--- src/rtl/acs_pkg.sv ---
// Package: shared types of the add-compare-select engine.
// Assumes: nothing beyond IEEE 1800-2017.
package acs_pkg;

    // Sign pattern of one butterfly
    typedef enum logic {
        BFLY_DIRECT  = 1'b0,
        BFLY_REVERSE = 1'b1
    } bfly_kind_e;

endpackage

--- src/rtl/acs_branch_metric.sv ---
// Module: converts two sign-magnitude soft samples into the sum and
// difference branch metrics.
// Assumes: SOFT_W >= 2 with the MSB as sign, and MW wide enough that the
// sum of two samples cannot overflow.
module acs_branch_metric #(
    parameter int SOFT_W = 3,
    parameter int MW     = 16
) (
    input  logic [SOFT_W-1:0]    sd0,
    input  logic [SOFT_W-1:0]    sd1,
    output logic signed [MW-1:0] bm_sum,
    output logic signed [MW-1:0] bm_diff
);

    localparam int PAD = MW - SOFT_W + 1;

    logic signed [MW-1:0] mag0, mag1, val0, val1;

    // Sign-magnitude to two's complement, then sum and difference
    always_comb begin
        mag0    = {{PAD{1'b0}}, sd0[SOFT_W-2:0]};
        mag1    = {{PAD{1'b0}}, sd1[SOFT_W-2:0]};
        val0    = sd0[SOFT_W-1] ? -mag0 : mag0;
        val1    = sd1[SOFT_W-1] ? -mag1 : mag1;
        bm_sum  = val0 + val1;
        bm_diff = val0 - val1;
    end

endmodule

--- src/rtl/acs_butterfly.sv ---
// Module: one add-compare-select butterfly with saturating adds.
// Inputs are the old metrics of states 2J (up) and 2J+1 (lo) and the
// branch metric m. KIND picks the direct or reverse sign pattern.
// A decision is 1 only when the lo path is strictly larger.
// Assumes: m is never the most negative value, so -m is exact.
module acs_butterfly
    import acs_pkg::*;
#(
    parameter int         MW   = 16,
    parameter bfly_kind_e KIND = BFLY_DIRECT
) (
    input  logic signed [MW-1:0] old_up,
    input  logic signed [MW-1:0] old_lo,
    input  logic signed [MW-1:0] m,
    output logic signed [MW-1:0] new_j,
    output logic signed [MW-1:0] new_j8,
    output logic                 dec_j,
    output logic                 dec_j8
);

    localparam logic signed [MW-1:0] SMAX = {1'b0, {(MW-1){1'b1}}};
    localparam logic signed [MW-1:0] SMIN = {1'b1, {(MW-1){1'b0}}};

    function automatic logic signed [MW-1:0] sat_add(
        input logic signed [MW-1:0] a,
        input logic signed [MW-1:0] b
    );
        logic signed [MW:0] s;
        s = {a[MW-1], a} + {b[MW-1], b};
        if (s[MW] != s[MW-1]) return s[MW] ? SMIN : SMAX;
        return s[MW-1:0];
    endfunction

    logic signed [MW-1:0] m_pos, m_neg;
    logic signed [MW-1:0] up_j, lo_j, up_j8, lo_j8;

    // Pick the signs for this butterfly type
    always_comb begin
        m_pos = (KIND == BFLY_DIRECT) ? m : -m;
        m_neg = -m_pos;
    end

    // Candidate metrics into each new state
    always_comb begin
        up_j  = sat_add(old_up, m_pos);
        lo_j  = sat_add(old_lo, m_neg);
        up_j8 = sat_add(old_up, m_neg);
        lo_j8 = sat_add(old_lo, m_pos);
    end

    // Compare and select; ties keep the up path
    always_comb begin
        dec_j  = (lo_j  > up_j);
        dec_j8 = (lo_j8 > up_j8);
        new_j  = dec_j  ? lo_j  : up_j;
        new_j8 = dec_j8 ? lo_j8 : up_j8;
    end

endmodule

--- src/rtl/acs_normalizer.sv ---
// Module: subtracts a common offset from all new metrics when state 0's
// metric is above the threshold. The subtraction saturates at the floor.
// Assumes: 0 < OFFSET < 2**(MW-1).
module acs_normalizer #(
    parameter int MW     = 16,
    parameter int NSTATE = 16,
    parameter int THRESH = 16384,
    parameter int OFFSET = 8192
) (
    input  logic signed [MW-1:0] raw_m [NSTATE],
    output logic signed [MW-1:0] out_m [NSTATE]
);

    localparam logic signed [MW-1:0] SMIN  = {1'b1, {(MW-1){1'b0}}};
    localparam logic signed [MW:0]   OFS_X = (MW+1)'(OFFSET);
    localparam logic signed [MW-1:0] THR_M = MW'(THRESH);

    logic             shift_en;
    logic signed [MW:0] diff_x [NSTATE];

    // Trigger on state 0 only
    always_comb shift_en = (raw_m[0] > THR_M);

    // Offset every state, clamping at the negative limit
    always_comb begin
        for (int i = 0; i < NSTATE; i++) begin
            diff_x[i] = {raw_m[i][MW-1], raw_m[i]} - OFS_X;
            if (!shift_en)
                out_m[i] = raw_m[i];
            else if (diff_x[i][MW] != diff_x[i][MW-1])
                out_m[i] = SMIN;
            else
                out_m[i] = diff_x[i][MW-1:0];
        end
    end

endmodule

--- src/rtl/acs_engine.sv ---
// Module: path-metric update engine of a 16-state Viterbi decoder
// (rate 1/2, constraint length 5). Each accepted soft pair runs eight
// butterflies from the read bank into the write bank and swaps the
// banks. The packed decisions appear on trn_word one cycle later.
// Assumes: synchronous active-low reset; frame_start takes effect before
// a symbol in the same cycle.
module acs_engine
    import acs_pkg::*;
#(
    parameter int SOFT_W      = 3,
    parameter int METRIC_W    = 16,
    parameter int CONSTR_LEN  = 5,
    parameter int NORM_THRESH = 16384,
    parameter int NORM_OFFSET = 8192
) (
    input  logic                        clk,
    input  logic                        rst_n,
    input  logic                        frame_start,
    input  logic                        sym_valid,
    input  logic [SOFT_W-1:0]           sd0,
    input  logic [SOFT_W-1:0]           sd1,
    output logic                        trn_valid,
    output logic [(1<<(CONSTR_LEN-1))-1:0] trn_word
);

    localparam int NSTATE = 1 << (CONSTR_LEN - 1);
    localparam int NBFLY  = NSTATE / 2;
    localparam int MW     = METRIC_W;
    localparam logic signed [MW-1:0] M_FLOOR = {1'b1, {(MW-1){1'b0}}};

    function automatic logic signed [MW-1:0] start_metric(input int idx);
        return (idx == 0) ? '0 : M_FLOOR;
    endfunction

    logic                 bank_sel;
    logic                 rd_sel;
    logic signed [MW-1:0] bank_q [2][NSTATE];
    logic signed [MW-1:0] old_m  [NSTATE];
    logic signed [MW-1:0] raw_m  [NSTATE];
    logic signed [MW-1:0] nrm_m  [NSTATE];
    logic signed [MW-1:0] cur_state0;
    logic signed [MW-1:0] bm_sum, bm_diff;
    logic [NSTATE-1:0]    dec_word;

    // Branch metrics from the soft pair
    acs_branch_metric #(
        .SOFT_W (SOFT_W),
        .MW     (MW)
    ) bm_i (
        .sd0     (sd0),
        .sd1     (sd1),
        .bm_sum  (bm_sum),
        .bm_diff (bm_diff)
    );

    // Select the read bank, or the starting metrics on frame_start
    always_comb begin
        rd_sel = frame_start ? 1'b0 : bank_sel;
        for (int i = 0; i < NSTATE; i++)
            old_m[i] = frame_start ? start_metric(i) : bank_q[rd_sel][i];
    end

    // Eight butterflies: kind alternates, first half uses the sum
    for (genvar j = 0; j < NBFLY; j++) begin : g_bfly
        localparam bfly_kind_e KIND = (j % 2 == 0) ? BFLY_DIRECT : BFLY_REVERSE;
        logic signed [MW-1:0] m_sel;
        assign m_sel = (j < NBFLY / 2) ? bm_sum : bm_diff;

        acs_butterfly #(
            .MW   (MW),
            .KIND (KIND)
        ) bf_i (
            .old_up (old_m[2*j]),
            .old_lo (old_m[2*j+1]),
            .m      (m_sel),
            .new_j  (raw_m[j]),
            .new_j8 (raw_m[j+NBFLY]),
            .dec_j  (dec_word[NSTATE-1-2*j]),
            .dec_j8 (dec_word[NSTATE-2-2*j])
        );
    end

    // Offset correction of the new metrics
    acs_normalizer #(
        .MW     (MW),
        .NSTATE (NSTATE),
        .THRESH (NORM_THRESH),
        .OFFSET (NORM_OFFSET)
    ) norm_i (
        .raw_m (raw_m),
        .out_m (nrm_m)
    );

    // Current state-0 metric for observation
    always_comb cur_state0 = bank_q[bank_sel][0];

    // Bank storage, bank swap and transition word output
    always_ff @(posedge clk) begin
        if (!rst_n) begin
            for (int i = 0; i < NSTATE; i++) begin
                bank_q[0][i] <= start_metric(i);
                bank_q[1][i] <= start_metric(i);
            end
            bank_sel  <= 1'b0;
            trn_valid <= 1'b0;
            trn_word  <= '0;
        end else begin
            trn_valid <= sym_valid;
            if (sym_valid) begin
                for (int i = 0; i < NSTATE; i++)
                    bank_q[~rd_sel][i] <= nrm_m[i];
                bank_sel <= ~rd_sel;
                trn_word <= dec_word;
            end else if (frame_start) begin
                for (int i = 0; i < NSTATE; i++)
                    bank_q[0][i] <= start_metric(i);
                bank_sel <= 1'b0;
            end
        end
    end

endmodule

--- config.mk ---
export PLATFORM = sky130hd
export DESIGN_NAME = acs_engine
export DESIGN_NICKNAME = d
export VERILOG_FILES = /design/src/rtl/acs_pkg.sv /design/src/rtl/acs_branch_metric.sv /design/src/rtl/acs_butterfly.sv /design/src/rtl/acs_normalizer.sv /design/src/rtl/acs_engine.sv
export SDC_FILE = /design/constraint.sdc
export NUM_CORES = 2
export LEC_CHECK = 0
export BUFFER_PORTS_ARGS = -buffer_cell sky130_fd_sc_hd__buf_2
export CAP_MARGIN = 20
export CORE_AREA = 2 2 330 332
export CTS_CLUSTER_SIZE = 30
export DETAILED_ROUTE_END_ITERATION = 7
export DIE_AREA = 0 0 332 334
export GPL_TIMING_DRIVEN = 0
export HOLD_SLACK_MARGIN = 0.02
export PLACE_DENSITY = 0.88
export RECOVER_POWER = 25
export SLEW_MARGIN = 5
export SYNTH_ARGS = -nofsm -noshare
export SYNTH_HDL_FRONTEND = slang
export SYNTH_SLANG_ARGS = --single-unit
--- constraint.sdc ---
create_clock -name clk -period 11.2 [get_ports clk]
set_input_delay 0 -clock clk [delete_from_list [all_inputs] [get_ports clk]]
set_output_delay 0 -clock clk [all_outputs]
set_load 0.01 [all_outputs]
* Yosys cells after proc, flatten, opt, wreduce, memory -nomap -nowiden
Memory sizes are Yosys's and may differ from the RTL's.
Index checks and enable logic that the tools add are counted.
** Storage, ports and cells
- Output and inout bits :: 17
- Register bits after elaboration :: 18
- Input port bits :: 10
- ROM bits :: 0
- Word-level logic and storage cells :: 366
- Bits in writable memories :: 512
- Memories kept :: 1
- Latch bits :: 0
** Memory list
- bank_q :: words 2, bits a word 256, read ports 1, clocked after memory_dff 0, wr ports 2, line acs_engine.sv:37 : logic signed [MW-1:0] bank_q [2][NSTATE];
** Cells by class
- Equality and inequality tests :: 48
- Bitwise gates (word level) :: 17
- Mux-type cells :: 223
- Multiply operators :: 0
- Add/sub/neg operators :: 56
- Magnitude comparators :: 17
- Reduce and logical (&&, ||, !) cells :: 1
- Shift operators :: 0
- Divide/modulo/power cells :: 0
** Operators with widths (count)
- two-way mux 16 bit :: 179
- adder 16 x 16 -> 17 bit :: 32
- subtractor 16 x 15 -> 17 bit (second input constant) :: 16
- > comparator 16 bit :: 16
- two-way mux 256 bit :: 1
- OR reduction 256 bit :: 1
- negation 16 bit :: 4
- != test 1 bit :: 48
- two-way mux 1 bit :: 43
- negation 2 -> 16 bit :: 2
- adder 16 bit :: 1
- > comparator 16 bit (second input constant) :: 1
- OR 1 bit :: 16
- subtractor 16 bit :: 1
- inverter 1 bit :: 1

* Logic depth before layout (Yosys ltp)
- Word-level depth :: 16
- Gate-level depth with buffers :: 54
- Gate-level depth less buffers :: 50

* By module
From an unflattened synthesis, not the netlist that was laid out.
** Unflattened totals
- Cells, all modules :: 7871
- Area total of the unflattened synthesis :: 67881.4 um^2
** By module, submodules not included
- acs_engine :: seq. area each 15735.1 um^2, cells each 1746, area each 24058.1 um^2, instances 1
- acs_butterfly at g_bfly[0].bf_i ... :: seq. area each 0.0 um^2, cells each 680, area each 4823.4 um^2, instances 3
- acs_butterfly at g_bfly[3].bf_i ... :: seq. area each 0.0 um^2, cells each 730, area each 5134.9 um^2, instances 2
- acs_butterfly at g_bfly[7].bf_i :: seq. area each 0.0 um^2, cells each 710, area each 5133.7 um^2, instances 1
- acs_butterfly at g_bfly[1].bf_i :: seq. area each 0.0 um^2, cells each 717, area each 5057.4 um^2, instances 1
- acs_butterfly at g_bfly[6].bf_i :: seq. area each 0.0 um^2, cells each 664, area each 4943.5 um^2, instances 1
- acs_normalizer :: seq. area each 0.0 um^2, cells each 460, area each 3299.4 um^2, instances 1
- acs_branch_metric :: seq. area each 0.0 um^2, cells each 74, area each 649.4 um^2, instances 1

* Worst setup path before layout
Ideal clock, no wire load.
- Kind :: register to register
- Start :: register bank_sel
- End :: memory bank_q[0][102] in the netlist's numbering, data pin
- Buffers on the path :: 11
- Path slack :: 388 ps
- Required time :: 10933 ps
- Period minus slack after synthesis :: 10812 ps
- Library setup time :: 267 ps
- Stages on the path, launching flop included :: 47
- Arrival :: 10546 ps
- Cell sequence :: dfxtp_1 > buf_2 > buf_1 > buf_1 > buf_2 > clkbuf_1 > clkbuf_1 > buf_1 > mux2i_1 > nor2_1 > ha_1 > inv_1 > fa_1 > nor2b_1 > o21ai_0 > a21boi_0 > o21ai_0 > a21oi_1 > [... 11 more ...] > nor2b_1 > o21a_1 > o21a_1 > o21a_1 > o21bai_1 > a21oi_1 > o31ai_1 > a21oi_1 > clkbuf_1 > o21ai_0 > inv_1 > ha_1 > xnor2_1 > ha_1 > inv_1 > a211oi_4 > buf_2 > nor3_1
** RTL lines
- from (decl) :: line acs_engine.sv:35 : logic bank_sel;
- from (signal assigned) :: line acs_engine.sv:112 : bank_sel <= ~rd_sel;
- to (decl) :: line acs_engine.sv:37

==> flow_metrics.tcl <==
set metrics [dict create \
    wl_um 265900 \
    holdWs_ns 0.3825 \
    grt_max_degree 63 \
    routabilityCongestion 1.082 \
    h-tree-depth 3 \
    synth_cells 7535 \
    clk_pin_slew_ns 0.08 \
    grt_setup_unrepaired "true" \
    whs_endpoint "trn_word[10]" \
    drc 2 \
    worstReg2RegEnd "bank_q[0][84]" \
    reg2reg_from "bank_sel" \
    max_cap_viol_count 0 \
    root_buffer "clkbuf_16" \
    clock-sinks 530 \
    num_vias 63260 \
    min_from "rst_n" \
    grt_use_total_pct 45.91 \
    place_hpwl_um 209700 \
    fin_ws_ns -0.05569 \
    report.final.setup_viol 7 \
    status "complete, but fails checks" \
    ios 27 \
    synth_top_family_by_area "compound AO/OA/AOI/OAI gates" \
    crit_slowest_cell "dfxtp_1" \
    rr_worst_depth 46 \
    tritoncts "yes" \
    yosys.area.top_type "edfxtp_1" \
    netlist.area_leader.share_pct 24.09 \
    synth-seq-area-share_pct 24.65 \
    reg2reg_slack_ns -0.06 \
    synthAdderAreaFrac_pct 17.74 \
    synth.distinct_cells 107 \
    die_area_mm2 0.1109 \
    synth-edff-count 512 \
    worstPathMaxFanout 19 \
    grt_pass1_vias 58480 \
    synth.area.top_cells "edfxtp_1 (24%), ha_1 (16%), mux2i_1 (6.5%)" \
    yosys_warnings 0 \
    tns_ns -0.2121 \
    hold_class "input pin to flip-flop" \
    skew_ns 0.04637 \
    antenna_found_initial 16 \
    viasPerCell 6.848 \
    synth_nets 8415 \
    die-height_um 334 \
    holdPathStages 3 \
    worstMarginPinSlew_ns 1.342 \
    place.port_buffers 26 \
    coreArea_mm2 0.1078 \
    finalMaxSlewViolations 0 \
    pre_cts_ws_ns -4.735 \
    hold_viol 0 \
    initial_core_util_pct 59.21 \
    synth_compound_area_share_pct 21.50 \
    overflow 0 \
    min_period_ns 11.26 \
    syn_area_per_cell_um2 8.470 \
    layout.nets 8637 \
    synth-simple-area-share_pct 17.52 \
    synth_xor_area_share_pct 6.656 \
    synth_mux_area_share_pct 6.956 \
    num_rows 121 \
    first_pass_iters 8 \
    synth-main-ff-cell "edfxtp_1" \
    cpPeakStageDelay_ns 0.54 \
    crit_top_cell "o21a_1" \
    drtIter0Drc 9021 \
    detail-route-antenna-nets 0 \
    cp-end-kind "flip-flop" \
    critical_path_class "flip-flop to flip-flop" \
    violations "DRC, setup timing" \
    clk_path_buf_depth 3 \
    worstPathArrival_ns 11.65 \
    synth_area_mm2 0.06382 \
    relSlewSlack_pct 9.606 \
    die_w_um 332 \
    grt_pass1_wl_um 377000 \
    fmax_mhz 88.84 \
    start_kind "flip-flop" \
    fin_crit_sh_pct 100.5 \
    layout-drive-gt1-share_pct 9.717 \
    area_delta_synth_final_pct 11.05 \
    cp.required_ns 11.60 \
    cts_made_buffers 66 \
    synthArstFlopShare_pct 0 \
    clk_latency_ns 0.68 \
    synth-seq-cells 530 \
    avgRoutedWirePerCell_um 28.78 \
]
-- flip-flops by register name, indices dropped and copies added, names as in the netlist --
name,flops
bank_sel,1
bank_q,512
trn_valid,1
trn_word,16
-- how the worst max path moves through the flow --
stage / startpoint / end / slack, ns
finish: bank_sel / bank_q[0][84] / -0.06
global route: sd1[0] / bank_q[1][146] / -0.26
CTS: bank_sel / bank_q[0][231] / 0.00005
detailed placement: bank_sel / bank_q[1][70] / -4.73
global placement: bank_sel / bank_q[1][70] / -5.12
floorplan: bank_sel / bank_q[0][102] / 0.39
-- critical path, delay by kind of cell, from the launching register on --
family          cells  cell delay [ns]
compound gates     19             4.10
xor+xnor            2             0.26
fa+ha+maj           6             2.07
buf+inv            15             3.31
flops               1             0.54
mux                 1             0.34
simple gates        3             0.33
-- final cells by class --
type | instances | area [µm²]
antenna | 13 | 32.53
tap | 1414 | 1769
inverter | 444 | 1704
multi-input combinational | 6214 | 45950
clock buffer | 74 | 1682
sequential | 530 | 15740
fill | 8911 | 36920
timing repair buffer | 166 | 1765
buffer | 335 | 1677
clock inverter | 48 | 556.8
-- placed cells by master, fill, tap and decap left out, drive strengths merged, types with 38 or more instances in the layout --
| cell type | Yosys | routed |
|---|---|---|
| and2 | 38 | 38 |
| a211o | 74 | 74 |
| nand2b | 116 | 116 |
| buf | 103 | 244 |
| a21o | 209 | 209 |
| mux2i | 412 | 412 |
| o21ai | 446 | 446 |
| or2 | 62 | 62 |
| nand3 | 113 | 113 |
| nor2b | 133 | 133 |
| a31oi | 51 | 51 |
| ha | 824 | 824 |
| o211ai | 60 | 60 |
| xnor2 | 301 | 301 |
| and3 | 47 | 47 |
| nor3 | 325 | 325 |
| o21a | 159 | 159 |
| xor2 | 169 | 169 |
| a21oi | 573 | 573 |
| a21boi | 51 | 51 |
| or3 | 74 | 74 |
| clkbuf | 244 | 329 |
| nand4 | 55 | 55 |
| edfxtp | 512 | 512 |
| nor2 | 752 | 752 |
| o31ai | 73 | 73 |
| fa | 46 | 46 |
| a211oi | 126 | 126 |
| o21bai | 42 | 42 |
| inv | 439 | 440 |
| nand2 | 533 | 533 |
-- Yosys cell counts (all sizes together) (159+ instances only) --
master,count
a21o,209
a21oi,573
clkbuf,244
edfxtp,512
ha,824
inv,439
mux2i,412
nand2,533
nor2,752
nor3,325
o21a,159
o21ai,446
xnor2,301
xor2,169
-- repair_timing --
item / in CTS / in global routing
buffers inserted: 29 / 49
endpoints found under the hold margin: 2 / 0
setup endpoints to repair: 528 / 506
resized for setup: 191 / 183
hold buffers: 2 / 0
pin swaps: 13 / 21
-- logic make-up after synthesis --
logic type | Yosys count
XOR/XNOR | 474
AO/OA/AOI/OAI | 2096
adder cells (fa/ha/maj) | 879
buffers and inverters | 791
multiplexers | 440
AND/OR/NAND/NOR | 2325
flip-flops | 530
-- per-stage QoR --
stage	utilization (%)	std cells	area (µm²)
floorplan	-	7535	63820
global placement	60.97	8975	65720
detailed placement	61.94	9027	66770
CTS	64.77	9176	69820
global route	65.73	9230	70850
finish	65.75	9238	70870
-- routing by layer --
layer  up-vias  global-route usage [%]  share of wire (%)
li1      28005                       -                  -
met1     29712                   55.72                 36
met2      4335                   68.12                 41
met3      1194                   13.75                 13
met4        14                   35.87                9.7
met5         -                       0               0.11
Power is not shown: default switching activity piles up to over one toggle a cycle in this logic, so the estimate is an artifact.
